### src/rtl/chain_pkg.sv
package chain_pkg;
  localparam int WORD_W   = 64;
  localparam int CODE_W   = 8;
  localparam int ADDR_W   = 24;
  localparam int CNT_W    = 16;
  localparam int CODE_LSB = 56;
  localparam int ADDR_LSB = 32;
  localparam int CD_BIT   = 31;
  localparam int CC_BIT   = 30;
  localparam int SLI_BIT  = 29;
  localparam int CNT_LSB  = 0;
  localparam int ALIGN_W  = 3;
  localparam int STRIDE   = 1 << ALIGN_W;

  typedef enum logic [1:0] {ST_IDLE, ST_FETCH, ST_XFER} seq_state_t;
  typedef enum logic [1:0] {ACT_WAIT, ACT_DCHAIN, ACT_CCHAIN, ACT_END} chain_act_t;

  typedef struct packed {
    logic [CODE_W-1:0] code;
    logic [ADDR_W-1:0] addr;
    logic              cd;
    logic              cc;
    logic              sli;
    logic [CNT_W-1:0]  cnt;
  } ccw_t;
endpackage

### src/rtl/chain_rst_sync.sv
module chain_rst_sync #(
  parameter int STAGES = 2
) (
  input  logic clk,
  input  logic rst_n,
  output logic rst_n_sync
);
  logic [STAGES-1:0] q;
  always_ff @(posedge clk or negedge rst_n) begin
    if (!rst_n) q <= '0;
    else        q <= {q[STAGES-2:0], 1'b1};
  end
  assign rst_n_sync = q[STAGES-1];
endmodule

### src/rtl/chain_ccw_regs.sv
module chain_ccw_regs
  import chain_pkg::*;
(
  input  logic              clk,
  input  logic              rst_n,
  input  logic              load,
  input  logic              keep_code,
  input  logic [WORD_W-1:0] word,
  output ccw_t              cur
);
  ccw_t fields;
  ccw_t cur_n;

  always_comb begin
    fields.code = word[CODE_LSB +: CODE_W];
    fields.addr = word[ADDR_LSB +: ADDR_W];
    fields.cd   = word[CD_BIT];
    fields.cc   = word[CC_BIT];
    fields.sli  = word[SLI_BIT];
    fields.cnt  = word[CNT_LSB +: CNT_W];
  end

  always_comb begin
    cur_n = cur;
    if (load) begin
      cur_n = fields;
      if (keep_code) cur_n.code = cur.code;
    end
  end

  always_ff @(posedge clk or negedge rst_n) begin
    if (!rst_n) cur <= '0;
    else        cur <= cur_n;
  end
endmodule

### src/rtl/chain_decide.sv
module chain_decide
  import chain_pkg::*;
(
  input  logic             cd,
  input  logic             cc,
  input  logic             sli,
  input  logic             dev_end,
  input  logic [CNT_W-1:0] residual,
  input  logic             unit_chk,
  input  logic             overrun,
  output chain_act_t       act,
  output logic             rep_il
);
  logic len_bad;

  always_comb begin
    len_bad = overrun || (residual != '0);
    act     = ACT_END;
    rep_il  = 1'b0;
    if (!dev_end) begin
      act = cd ? ACT_DCHAIN : ACT_WAIT;
    end else begin
      rep_il = len_bad && !sli;
      if (unit_chk)              act = ACT_END;
      else if (len_bad && !sli)  act = ACT_END;
      else if (!cd && cc)        act = ACT_CCHAIN;
      else                       act = ACT_END;
    end
  end
endmodule

### src/rtl/chain_seq.sv
module chain_seq
  import chain_pkg::*;
(
  input  logic              clk,
  input  logic              rst_n,
  input  logic              start,
  input  logic [ADDR_W-1:0] start_addr,
  output logic              busy,
  output logic              fetch_req,
  output logic [ADDR_W-1:0] fetch_addr,
  input  logic              fetch_ack,
  input  logic [WORD_W-1:0] fetch_word,
  output logic              xfer_active,
  output logic [CODE_W-1:0] xfer_code,
  output logic [ADDR_W-1:0] xfer_addr,
  output logic [CNT_W-1:0]  xfer_count,
  input  logic              xfer_end,
  input  logic              xfer_dev_end,
  input  logic [CNT_W-1:0]  xfer_residual,
  input  logic              xfer_unit_chk,
  output logic              stat_valid,
  output logic [ADDR_W-1:0] stat_addr,
  output logic [CNT_W-1:0]  stat_count,
  output logic              stat_il,
  output logic              stat_uc,
  output logic              stat_pchk
);
  logic        rst_s_n;
  seq_state_t  state, state_n;
  logic        data_mode, data_mode_n;
  logic        overrun, overrun_n;
  logic [ADDR_W-1:0] faddr, faddr_n;
  logic        word_load;
  logic        end_now, end_pchk;
  chain_act_t  act;
  logic        rep_il;
  ccw_t        cur;
  logic        sv_n;
  logic [ADDR_W-1:0] sa_n;
  logic [CNT_W-1:0]  sc_n;
  logic        sil_n, suc_n, spc_n;

  chain_rst_sync #(.STAGES(2)) u_rst (
    .clk(clk), .rst_n(rst_n), .rst_n_sync(rst_s_n)
  );

  chain_ccw_regs u_regs (
    .clk(clk), .rst_n(rst_s_n), .load(word_load), .keep_code(data_mode),
    .word(fetch_word), .cur(cur)
  );

  chain_decide u_dec (
    .cd(cur.cd), .cc(cur.cc), .sli(cur.sli), .dev_end(xfer_dev_end),
    .residual(xfer_residual), .unit_chk(xfer_unit_chk), .overrun(overrun),
    .act(act), .rep_il(rep_il)
  );

  always_comb begin
    state_n     = state;
    data_mode_n = data_mode;
    overrun_n   = overrun;
    faddr_n     = faddr;
    word_load   = 1'b0;
    end_now     = 1'b0;
    end_pchk    = 1'b0;
    unique case (state)
      ST_IDLE: if (start) begin
        if (start_addr[ALIGN_W-1:0] != '0) begin
          end_now  = 1'b1;
          end_pchk = 1'b1;
        end else begin
          faddr_n     = start_addr;
          data_mode_n = 1'b0;
          state_n     = ST_FETCH;
        end
      end
      ST_FETCH: if (fetch_ack) begin
        word_load = 1'b1;
        overrun_n = 1'b0;
        state_n   = ST_XFER;
      end
      ST_XFER: if (xfer_end) begin
        unique case (act)
          ACT_WAIT:   overrun_n = 1'b1;
          ACT_DCHAIN: begin
            faddr_n = faddr + ADDR_W'(STRIDE); data_mode_n = 1'b1; state_n = ST_FETCH;
          end
          ACT_CCHAIN: begin
            faddr_n = faddr + ADDR_W'(STRIDE); data_mode_n = 1'b0; state_n = ST_FETCH;
          end
          default: begin end_now = 1'b1; state_n = ST_IDLE; end
        endcase
      end
      default: state_n = ST_IDLE;
    endcase
  end

  always_comb begin
    sv_n  = end_now;
    sa_n  = stat_addr;
    sc_n  = stat_count;
    sil_n = stat_il;
    suc_n = stat_uc;
    spc_n = stat_pchk;
    if (end_now) begin
      sa_n  = (end_pchk ? start_addr : faddr) + ADDR_W'(STRIDE);
      sc_n  = end_pchk ? '0 : xfer_residual;
      sil_n = !end_pchk && rep_il;
      suc_n = !end_pchk && xfer_unit_chk;
      spc_n = end_pchk;
    end
  end

  always_ff @(posedge clk or negedge rst_s_n) begin
    if (!rst_s_n) begin
      state      <= ST_IDLE;
      data_mode  <= 1'b0;
      overrun    <= 1'b0;
      faddr      <= '0;
      stat_valid <= 1'b0;
      stat_addr  <= '0;
      stat_count <= '0;
      stat_il    <= 1'b0;
      stat_uc    <= 1'b0;
      stat_pchk  <= 1'b0;
    end else begin
      state      <= state_n;
      data_mode  <= data_mode_n;
      overrun    <= overrun_n;
      faddr      <= faddr_n;
      stat_valid <= sv_n;
      stat_addr  <= sa_n;
      stat_count <= sc_n;
      stat_il    <= sil_n;
      stat_uc    <= suc_n;
      stat_pchk  <= spc_n;
    end
  end

  assign busy        = (state != ST_IDLE);
  assign fetch_req   = (state == ST_FETCH);
  assign fetch_addr  = faddr;
  assign xfer_active = (state == ST_XFER);
  assign xfer_code   = cur.code;
  assign xfer_addr   = cur.addr;
  assign xfer_count  = cur.cnt;

  a_r2_misalign_no_fetch: assert property (@(posedge clk) disable iff (!rst_s_n)
    (!busy && start && start_addr[ALIGN_W-1:0] != '0) |=> (!fetch_req && stat_valid && stat_pchk));
  a_r3_fetch_hold: assert property (@(posedge clk) disable iff (!rst_s_n)
    (fetch_req && !fetch_ack) |=> (fetch_req && $stable(fetch_addr)));
  a_r4_fetch_aligned: assert property (@(posedge clk) disable iff (!rst_s_n)
    fetch_req |-> (fetch_addr[ALIGN_W-1:0] == '0));
  a_r5_dchain_fetch: assert property (@(posedge clk) disable iff (!rst_s_n)
    (xfer_active && xfer_end && !xfer_dev_end && cur.cd) |=> (fetch_req && !stat_valid));
  a_r7_cd_precedence: assert property (@(posedge clk) disable iff (!rst_s_n)
    (xfer_active && xfer_end && xfer_dev_end && cur.cd) |=> (!fetch_req && stat_valid));
  a_r9_uc_stops: assert property (@(posedge clk) disable iff (!rst_s_n)
    (xfer_active && xfer_end && xfer_dev_end && xfer_unit_chk) |=> (stat_valid && stat_uc && !busy));
  a_r10_il_stops: assert property (@(posedge clk) disable iff (!rst_s_n)
    (xfer_active && xfer_end && xfer_dev_end && !cur.sli && xfer_residual != '0)
      |=> (stat_valid && stat_il));
  a_r12_stat_pulse: assert property (@(posedge clk) disable iff (!rst_s_n)
    stat_valid |=> !stat_valid);
endmodule

### config.mk
export PLATFORM = sky130hd
export DESIGN_NAME = chain_seq
export DESIGN_NICKNAME = d
export VERILOG_FILES = /design/src/rtl/chain_pkg.sv /design/src/rtl/chain_rst_sync.sv /design/src/rtl/chain_ccw_regs.sv /design/src/rtl/chain_decide.sv /design/src/rtl/chain_seq.sv
export SDC_FILE = /design/constraint.sdc
export NUM_CORES = 1
export LEC_CHECK = 0
export BUFFER_PORTS_ARGS = -buffer_cell sky130_fd_sc_hd__buf_2
export CAP_MARGIN = 20
export CORE_ASPECT_RATIO = 1.4
export CORE_MARGIN = 3
export CORE_UTILIZATION = 50
export CTS_BUF_LIST = sky130_fd_sc_hd__clkbuf_4 sky130_fd_sc_hd__clkbuf_8
export CTS_CLUSTER_SIZE = 8
export DETAILED_ROUTE_END_ITERATION = 8
export MAX_ROUTING_LAYER = met4
export PLACE_DENSITY = 0.81
export SYNTH_ARGS = -nofsm -noshare
export SYNTH_HDL_FRONTEND = slang
export SYNTH_SLANG_ARGS = --single-unit
### constraint.sdc
create_clock -name clk -period 5.1 [get_ports clk]
set_input_delay 1.53 -clock clk [delete_from_list [all_inputs] [get_ports clk]]
set_output_delay 1.53 -clock clk [all_outputs]
set_load 0.05 [all_outputs]
==> flow_metrics.tcl, run 1 <==
set metrics [dict create \
    status "complete, no violations" \
    ctsHoldBuffers 0 \
    core_um2 12000 \
    synth_mux_area_frac 0.110 \
    clock-root-buffer "clkbuf_8" \
    cts_max_level 4 \
    num_vias 5844 \
    arrival_ns 4.58 \
    max_freq_mhz 237 \
    power.internal_mw 2.56 \
    drc 0 \
    clkPwrFrac 0.159 \
    nets 951 \
    die_h_um 138 \
    hold_slack_ns 0.317 \
    cts_buffer_depth 2 \
    hp-class "reg2async" \
    gr-usage-met3 0.0620 \
    path_clk_slew_ns 0.08 \
    post_cts_resized 0 \
    wl_per_cell_um 19.2 \
    min_period_ns 4.22 \
    grt_busiest_layer "met2" \
    timing.rr.end "stat_addr[21]" \
    critical-path-slowest-cell "or4_1" \
    syn_nets 738 \
    ir_drop_mv 0.560 \
    antenna_found_initial 0 \
    synth_area_um2 6230 \
    seq_power_share 0.317 \
    die_w_um 100 \
    leakagePower_nw 3.74 \
    fin_worst_skew_ns 0.0108 \
    port_buffers 216 \
    switching_share 0.536 \
    cts_tree "built" \
    critPathMaxFanout 13 \
    worst_slew_pin_slew_ns 0.757 \
    num_rows 47 \
    ys_types 61 \
    crit_start "xfer_residual[3]" \
    ios 230 \
    setup_violations 0 \
    ant_nets 0 \
    synthFlopType "dfrtp_1" \
    r2r_start "state[0]" \
    critPathKind "in2reg" \
    p_comb_frac 0.525 \
    syn_inst 623 \
    area_delta_synth_final_pct 26.4 \
    required_ns 5.46 \
    synth-simple-area-share 0.175 \
    vias_per_cell 5.86 \
    worstSetupEndpoint "fetch_addr[14]" \
    p_per_area_nw_per_um2 702 \
    clock_latency_ns 0.44 \
    ys_async_sr_fraction 1.00 \
    grt_remaining_overflow 0 \
    final-hold-violation-count 0 \
    grt_max_degree 83 \
    drt_iter0_drc 462 \
    yosysSeqAreaShare 0.502 \
    drt-total-wl_um 19200 \
    grtUsageMet2 0.477 \
    cts.sinks 125 \
    post_cts_buffers 0 \
    ys_ff_latch 125 \
    max_slew_margin 0.491 \
    report.final.slew_viol_count 0 \
    drv_cap 0 \
    cp_slowest_stage_delay_ns 0.52 \
    globalRouteMet1Util 0.329 \
    grtUsageTotal 0.287 \
    r2r_slack_ns 1.88 \
    synth_xor_area_frac 0.0352 \
    layout_common_cells "buf_2, dfrtp_1, nand2_1, mux2_2, a21oi_1" \
    synth_adder_area_share 0.00804 \
    syn_avg_cell_area_um2 10.0 \
    yosysWarnings 0 \
    rr_worst_depth 10 \
    dieArea_um2 13800 \
    numCtsBuffers 17 \
    fillerInstances 1038 \
    start_util 0.519 \
    layout_commonest_cell "buf_2" \
    grt_setup_unrepaired "false" \
    cp-start-kind "input pin" \
    drive_gt1_frac 0.388 \
    synth_edf_count 0 \
    place.gp.congestion 0.963 \
    synth_top_family_by_area "simple AND/OR/NAND/NOR gates" \
    crit_path_cell_trace "buf_2, or4_1, nor3_1, a31oi_1, or3b_1, a21oi_1, ha_1, or2_2, a21oi_2, buf_4, o21ai_0, a22oi_1" \
    synth_compound_area_frac 0.134 \
    grt_pass1_wl_um 30300 \
    grt_pass1_vias 6079 \
    p_sw_mw 2.96 \
    finalCritPeriodShare 0.828 \
    first_pass_iters 5 \
    hpwl_um 14100 \
    critPathCaptureType "flip-flop" \
    tns_ns 0 \
]
metrics by stage:
| stage | area, um^2 | utilization | power, mW | worst slack (ns) | instances |
|---|---|---|---|---|---|
| floorplan | 6230 | - | 3.90 | 0.921 | 623 |
| global placement | 7440 | 0.621 | 4.61 | 0.525 | 963 |
| detailed placement | 7440 | 0.621 | 4.65 | 0.511 | 963 |
| CTS | 7840 | 0.653 | 5.54 | 0.957 | 995 |
| global route | 7870 | 0.656 | 5.79 | 0.772 | 996 |
| finish | 7870 | 0.656 | 5.52 | 0.877 | 997 |
layer usage:
metal | share of wire | wire (um)
met5 | 0 | 0
met4 | 0.038 | 726
met3 | 0.069 | 1330
met2 | 0.52 | 9890
met1 | 0.38 | 7250
critical path: cells and delay by family:
family,cells,cell delay (ns)
AOI/OAI and AO/OA,5,0.92
adders and majority gates,1,0.26
buffers and inverters,2,0.36
and+or+nand+nor,4,1.50
cell families after synthesis:
kind of cell	count (synthesis)
and+or+nand+nor	223
DFF	125
adders and majority gates	4
muxes	62
AOI/OAI and AO/OA	135
other	1
xor gates and xnor gates	25
buffers and inverters	48
final cells by class:
type / instances / area, um^2 / share of cell area
sequential: 125 / 3130 / 0.398
multi-input combinational: 450 / 2890 / 0.367
timing repair buffer: 231 / 1230 / 0.156
clock buffer: 18 / 248 / 0.0315
tap: 147 / 184 / 0.0234
clock inverter: 14 / 146 / 0.0186
inverter: 11 / 41.3 / 0.00525
antenna: 1 / 2.50 / 0.000318
power groups by stage:
stage | Sequential [mW] | Combinational, mW | Clock (mW)
finish | 1.75 | 2.90 | 0.875
global route | 1.81 | 3.04 | 0.939
CTS | 1.75 | 2.90 | 0.893
detailed placement | 1.76 | 2.89 | 0
global placement | 1.75 | 2.86 | 0
floorplan | 3.01 | 0.892 | 0
how the worst min path moves through the flow:
stage	from	to
finish	u_rst.q[1]	fetch_addr[16]
global route	u_rst.q[1]	fetch_addr[15]
floorplan	u_rst.q[0]	u_rst.q[1]
CTS	u_rst.q[0]	u_rst.q[1]
global placement	u_rst.q[0]	u_rst.q[1]
detailed placement	u_rst.q[0]	u_rst.q[1]
synth_stat cells (all sizes together) (6+ instances only):
cell	number	area share
dfrtp	125	0.50
nand2	89	0.054
mux2	53	0.096
a21oi	52	0.042
nor2	40	0.025
clkbuf	24	0.018
o21ai	23	0.018
nand3	22	0.020
nand4	17	0.017
xnor2	15	0.021
nor3	14	0.011
buf	13	0.010
o22ai	13	0.013
inv	10	0.0060
nor4	10	0.012
xor2	10	0.014
a31oi	9	0.0090
mux2i	9	0.014
a2bb2oi	6	0.0084
state kept, by name (all words and copies together) (netlist names):
| name | count |
|---|---|
| data_mode | 1 |
| fetch_addr | 24 |
| overrun | 1 |
| stat_addr | 24 |
| stat_count | 16 |
| stat_il | 1 |
| stat_pchk | 1 |
| stat_uc | 1 |
| stat_valid | 1 |
| state | 2 |
| u_regs.cur | 51 |
| u_rst.q | 2 |
Power figures use the tool's default switching activity.
==> run 2, diff against run 1 <==
==> constraint.sdc (replaced) <==
create_clock -name clk -period 4.04 [get_ports clk]
set_input_delay 1.212 -clock clk [delete_from_list [all_inputs] [get_ports clk]]
set_output_delay 1.212 -clock clk [all_outputs]
set_load 0.05 [all_outputs]
==> run 2 against run 1 <==
  * Power increased by 28%
  * Final area up 0.97%
  * Core utilization up 0.64 points
  * Count of clock-buffer cells in the layout decreased by 1
  * Non-clock buffer count rose by 7
  * Critical endpoint is now fetch_addr[3]
==> flow_metrics.tcl, run 2 (synthesis gave the netlist of run 1 again) <==
set metrics [dict create \
    status "complete, no violations" \
    vias_per_cell 5.79 \
    fillerInstances 980 \
    num_vias 5815 \
    p_per_area_nw_per_um2 890 \
    drv_cap 0 \
    cts.sinks 125 \
    setup_violations 0 \
    largest_reg_flops 51 \
    fin_worst_skew_ns 0.0150 \
    grtUsageTotal 0.284 \
    core_um2 12000 \
    critical-path-slowest-cell "or4_1" \
    finalCritPeriodShare 0.928 \
    grt_remaining_overflow 0 \
    dpl.cell_count 971 \
    num_rows 47 \
    numCtsBuffers 17 \
    hold_slack_ns 0.369 \
    antenna_found_initial 1 \
    start_util 0.519 \
    fin_util 0.662 \
    cts_buffer_depth 2 \
    layout_commonest_cell "buf_2" \
    cp-start-kind "input pin" \
    cts_tree "built" \
    cts_max_level 4 \
    grt_max_degree 53 \
    nets 958 \
    max_slew_margin 0.485 \
    critPathKind "in2reg" \
    hpwl_um 14300 \
    leakagePower_nw 3.79 \
    stdcell_area_um2 7950 \
    drc 0 \
    final-hold-violation-count 0 \
    area_delta_synth_final_pct 27.6 \
    grt_setup_unrepaired "false" \
    ant_nets 0 \
    grt_pass1_wl_um 29900 \
    drive_gt1_frac 0.394 \
    ir_drop_mv 0.730 \
    drt_iter0_drc 394 \
    critPathCaptureType "flip-flop" \
    dieArea_um2 13800 \
    min_period_ns 3.75 \
    instances_no_fill 1004 \
    grt_pass1_vias 5876 \
    die_h_um 138 \
    worst_slew_pin_slew_ns 0.765 \
    layout_common_cells "buf_2, dfrtp_1, nand2_1, mux2_2, a21oi_1" \
    wl_per_cell_um 18.7 \
    arrival_ns 4.10 \
    crit_path_cell_trace "buf_2, or4_1, nor3_2, a31oi_1, or3b_1, a21oi_1, ha_1, or2_2, a21oi_2, buf_4, o21ai_0, mux2i_1" \
    clock_latency_ns 0.44 \
    required_ns 4.39 \
    die_w_um 100 \
    top_register "u_regs.cur" \
    report.final.slew_viol_count 0 \
    place.gp.congestion 0.971 \
    drt-total-wl_um 18800 \
    clock-root-buffer "clkbuf_8" \
    hp-class "reg2async" \
    port_buffers 216 \
    ios 230 \
    max_freq_mhz 267 \
    path_clk_slew_ns 0.08 \
    critPathMaxFanout 14 \
    placed_area_um2 7500 \
    cp_slowest_stage_delay_ns 0.53 \
    first_pass_iters 5 \
]
## run 2: path summary, 6_finish.rpt
| check | startpoint | to | slack, ns | cells after the start |
|---|---|---|---|---|
| min in group clk | u_rst.q[0] | u_rst.q[1] | 0.37 | 0 |
| worst max register to register | overrun | fetch_addr[3] | 0.94 | 11 |
| worst min register to register | u_rst.q[1] | u_regs.cur[10] | 0.37 | 0 |
| worst max-delay path | xfer_residual[3] | fetch_addr[3] | 0.29 | 12 |
| worst min-delay path | u_rst.q[1] | u_regs.cur[10] | 0.37 | 0 |
| max in group asynchronous | u_rst.q[1] | stat_pchk | 2.70 | 1 |
## run 2: power by group
| group | leakage [nW] | switching (mW) | internal, mW |
|---|---|---|---|
| registers | 1.53 | 0.449 | 1.75 |
| logic | 2.04 | 2.71 | 0.961 |
| clock network | 0.216 | 0.568 | 0.632 |
| total | 3.79 | 3.72 | 3.35 |
## run 2: area by class of cell
class | instances | area, um^2 | area share
Inverter | 11 | 41.3 | 0.00520
Multi-Input combinational cell | 450 | 2890 | 0.364
Timing Repair Buffer | 238 | 1260 | 0.158
Clock inverter | 15 | 199 | 0.0250
Antenna cell | 1 | 2.50 | 0.000315
Clock buffer | 17 | 234 | 0.0294
Sequential cell | 125 | 3130 | 0.394
Tap cell | 147 | 184 | 0.0231
## run 2: timing repair
action	4_1_cts	5_1_grt
gates resized for setup	0	1
buffers inserted	0	0
setup endpoints to repair	0	1
hold endpoints to repair	0	0
hold buffers	0	0
## run 2: stage by stage
step	worst slack, ns	power (mW)	TNS (ns)
finish	0.292	7.07	0
global route	0.109	7.41	0
CTS	0.250	7.09	0
detailed placement	-0.196	5.90	-2.92
global placement	-0.140	5.82	-2.49
floorplan	0.179	4.92	0
## run 2: routing by layer
metal,up-vias,routed length (um),global-route usage
met2,293,9800,0.474
met1,2781,6760,0.323
met3,55,1450,0.0570
li1,2686,-,-
met5,-,0,-
met4,0,789,0.133
## run 2: worst max-delay path: cells and delay by family
kind | cells | cell delay, ns
AO/OA/AOI/OAI | 4 | 0.69
buffers and inverters | 2 | 0.35
AND/OR/NAND/NOR | 4 | 1.43
multiplexers | 1 | 0.16
adder cells (fa/ha/maj) | 1 | 0.25
==> run 3, diff against run 2 <==
--- a/config.mk
+++ b/config.mk
@@ -5,6 +5,7 @@
 export SDC_FILE = /design/constraint.sdc
 export NUM_CORES = 1
 export LEC_CHECK = 0
+export ABC_AREA = 1
 export BUFFER_PORTS_ARGS = -buffer_cell sky130_fd_sc_hd__buf_2
 export CAP_MARGIN = 20
 export CORE_ASPECT_RATIO = 1.4
@@ -14,7 +15,7 @@
 export CTS_CLUSTER_SIZE = 8
 export DETAILED_ROUTE_END_ITERATION = 8
 export MAX_ROUTING_LAYER = met4
-export PLACE_DENSITY = 0.81
+export PLACE_DENSITY = 0.8
 export SYNTH_ARGS = -nofsm -noshare
 export SYNTH_HDL_FRONTEND = slang
 export SYNTH_SLANG_ARGS = --single-unit
==> constraint.sdc (replaced) <==
create_clock -name clk -period 4.4 [get_ports clk]
set_input_delay 1.32 -clock clk [delete_from_list [all_inputs] [get_ports clk]]
set_output_delay 1.32 -clock clk [all_outputs]
set_load 0.05 [all_outputs]
==> run 3 against run 2 <==
  * Sequential power decreased by 6%
  * Via count increased by 8.3%
  * Final area increased by 0.57%
  * Cell count increased by 19%
  * Register-to-register slack improved by 0.76 ns
  * Clock skew decreased by 0.0025 ns
  * Worst hold slack got worse by 0.015 ns
  * Routed wire length decreased by 5.2%
  * Count of clock-buffer cells in the layout increased by 2
  * Core utilization decreased by 2.3 points
  * Power increased by 2.8%
  * Non-clock buffer count decreased by 14
  * Critical endpoint is now xfer_active
  * Largest cell class unchanged
  * Highest routed layer unchanged
==> flow_metrics.tcl, run 3 <==
set metrics [dict create \
    dieArea_um2 14300 \
    drc 0 \
    port_buffers 216 \
    ys_top_cells_by_area "dfrtp_1, nand2_1, nand3_1" \
    first_pass_iters 5 \
    ys_types 44 \
    worstSetupEndpoint "xfer_active" \
    syn_avg_cell_area_um2 7.82 \
    required_ns 3.08 \
    ys_async_sr_fraction 1.00 \
    cpLargestDelayFamily "buffers and inverters" \
    largest_reg_flops 51 \
    ir_drop_mv 0.505 \
    grt_pass1_wl_um 29200 \
    post_cts_buffers 0 \
    drv_cap 0 \
    r2r_start "state[1]" \
    layout_common_cells "nand2_1, buf_2, dfrtp_1, nor2_1, nand3_1" \
    start_util 0.516 \
    globalRouteMet1Util 0.311 \
    num_vias 6299 \
    clock-root-buffer "clkbuf_8" \
    drt_iter0_drc 294 \
    area_delta_synth_final_pct 23.9 \
    layout_commonest_cell "nand2_1" \
    gr-usage-met3 0.0528 \
    cp-start-kind "flip-flop" \
    critPathBufInv 3 \
    hold_slack_ns 0.354 \
    numCtsBuffers 17 \
    grt_max_degree 55 \
    instances_no_fill 1198 \
    core_um2 12500 \
    ios 230 \
    syn_nets 940 \
    wl_per_cell_um 14.9 \
    leakagePower_nw 4.35 \
    path_clk_slew_ns 0.07 \
    r2r_slack_ns 1.70 \
    worst_slew_pin_slew_ns 0.743 \
    nets 1150 \
    p_per_area_nw_per_um2 909 \
    max_slew_margin 0.500 \
    grtUsageMet2 0.429 \
    syn_inst 825 \
    cts_max_level 4 \
    cts_tree "built" \
    yosysMostFrequentCell "nand2_1" \
    finalCritPeriodShare 0.809 \
    critical-path-slowest-cell "inv_2" \
    cp_slowest_stage_delay_ns 0.52 \
    clock_latency_ns 0.43 \
    critPathCaptureType "primary output" \
    grt_busiest_layer "met2" \
    critPathMaxFanout 28 \
    cts.sinks 125 \
    ys_ff_latch 125 \
    fillerInstances 1119 \
    yosysWarnings 0 \
    crit_start "state[0]" \
    drive_gt1_frac 0.294 \
    min_period_ns 3.56 \
    worst-path-stages 4 \
    ctsHoldBuffers 0 \
    yosys-top-cells-count "nand2_1, dfrtp_1, nor2_1" \
    grt_setup_unrepaired "false" \
    vias_per_cell 5.26 \
    grt_pass1_vias 6082 \
    place.gp.congestion 0.956 \
    setup_violations 0 \
    top_register "u_regs.cur" \
    report.final.slew_viol_count 0 \
    synthFlopType "dfrtp_1" \
    hpwl_um 13200 \
    yosysSeqAreaShare 0.485 \
    drt-total-wl_um 17800 \
    max_freq_mhz 281 \
    fin_worst_skew_ns 0.0125 \
    crit_path_cell_trace "inv_1, nand2_2, inv_2, buf_2" \
    rr_worst_depth 13 \
    diodes 0 \
    timing.rr.end "stat_addr[23]" \
    synth_area_leader_cell "dfrtp_1" \
    num_rows 48 \
    post_cts_resized 0 \
    hp-class "reg2reg" \
    yosys.area.top_type_share 0.485 \
    die_h_um 140 \
    status "complete, no violations" \
    grtUsageTotal 0.265 \
    ant_nets 0 \
    cts_buffer_depth 2 \
    antenna_found_initial 0 \
    synth_area_um2 6450 \
    dpl.cell_count 1166 \
    die_w_um 102 \
    final-hold-violation-count 0 \
    tns_ns 0 \
    synth_edf_count 0 \
    critPathKind "reg2out" \
    grt_remaining_overflow 0 \
    arrival_ns 2.24 \
]
[run 3: cell types whose count changed in the layout (fill, tap and decap cells not counted), sizes merged, moves of 28 or more]
cell   delta
nand2   +254
a21oi    -45
mux2     -45
inv      +41
nand3    +30
o21ai    +30
nor2     +28
[run 3: how the worst min path moves through the flow]
stage | slack, ns | cells past startpoint | from | to
after CTS | 0.36 | 0 | u_rst.q[0] | u_rst.q[1]
after floorplan | 0.33 | 0 | u_rst.q[0] | u_rst.q[1]
after global placement | 0.34 | 0 | u_rst.q[0] | u_rst.q[1]
final | 0.35 | 0 | u_rst.q[0] | u_rst.q[1]
after detailed placement | 0.34 | 0 | u_rst.q[0] | u_rst.q[1]
after global routing | 0.37 | 0 | u_rst.q[0] | u_rst.q[1]
[run 3: power by group]
group | internal, mW | total (mW) | switching, mW
Sequential | 1.68 | 2.06 | 0.385
Clock | 0.490 | 0.984 | 0.495
Combinational | 0.975 | 4.22 | 3.25
[run 3: final cells by class]
type,instances,area [um^2],area share
Tap cell,150,188,0.0235
Clock buffer,19,262,0.0327
Sequential cell,125,3130,0.392
Timing Repair Buffer,224,1140,0.143
Clock inverter,13,130,0.0163
Inverter,53,199,0.0249
Multi-Input combinational cell,614,2940,0.368
[run 3: per-stage QoR]
| step | setup WS, ns | instance area [um^2] | total power, mW | util |
|---|---|---|---|---|
| 2_1_floorplan | 0.660 | 6450 | 5.30 | - |
| 3_3_place_gp | 0.795 | 7600 | 6.25 | 0.608 |
| 3_5_place_dp | 0.781 | 7600 | 6.32 | 0.608 |
| 4_1_cts | 0.827 | 7990 | 7.32 | 0.640 |
| 5_1_grt | 0.658 | 7990 | 7.77 | 0.640 |
| 6_report | 0.839 | 7990 | 7.27 | 0.640 |
[run 3: metal layers]
metal	vias to the layer above	wire length [um]
met2	241	9020
met1	2913	6850
li1	3076	-
met5	-	0
met4	0	896
met3	69	1070
[run 3: cell families (layout without fill, tap and decap cells)]
logic type      after synthesis  count (layout)  share of synthesized area
compound gates               78              78                     0.0679
xor+xnor                     12              12                     0.0163
fa+ha+maj                     4               4                    0.00776
buf+inv                      86             309                     0.0592
flops                       125             125                      0.485
mux                           8               8                     0.0140
other cells                   1               1                   0.000582
simple gates                511             511                      0.349
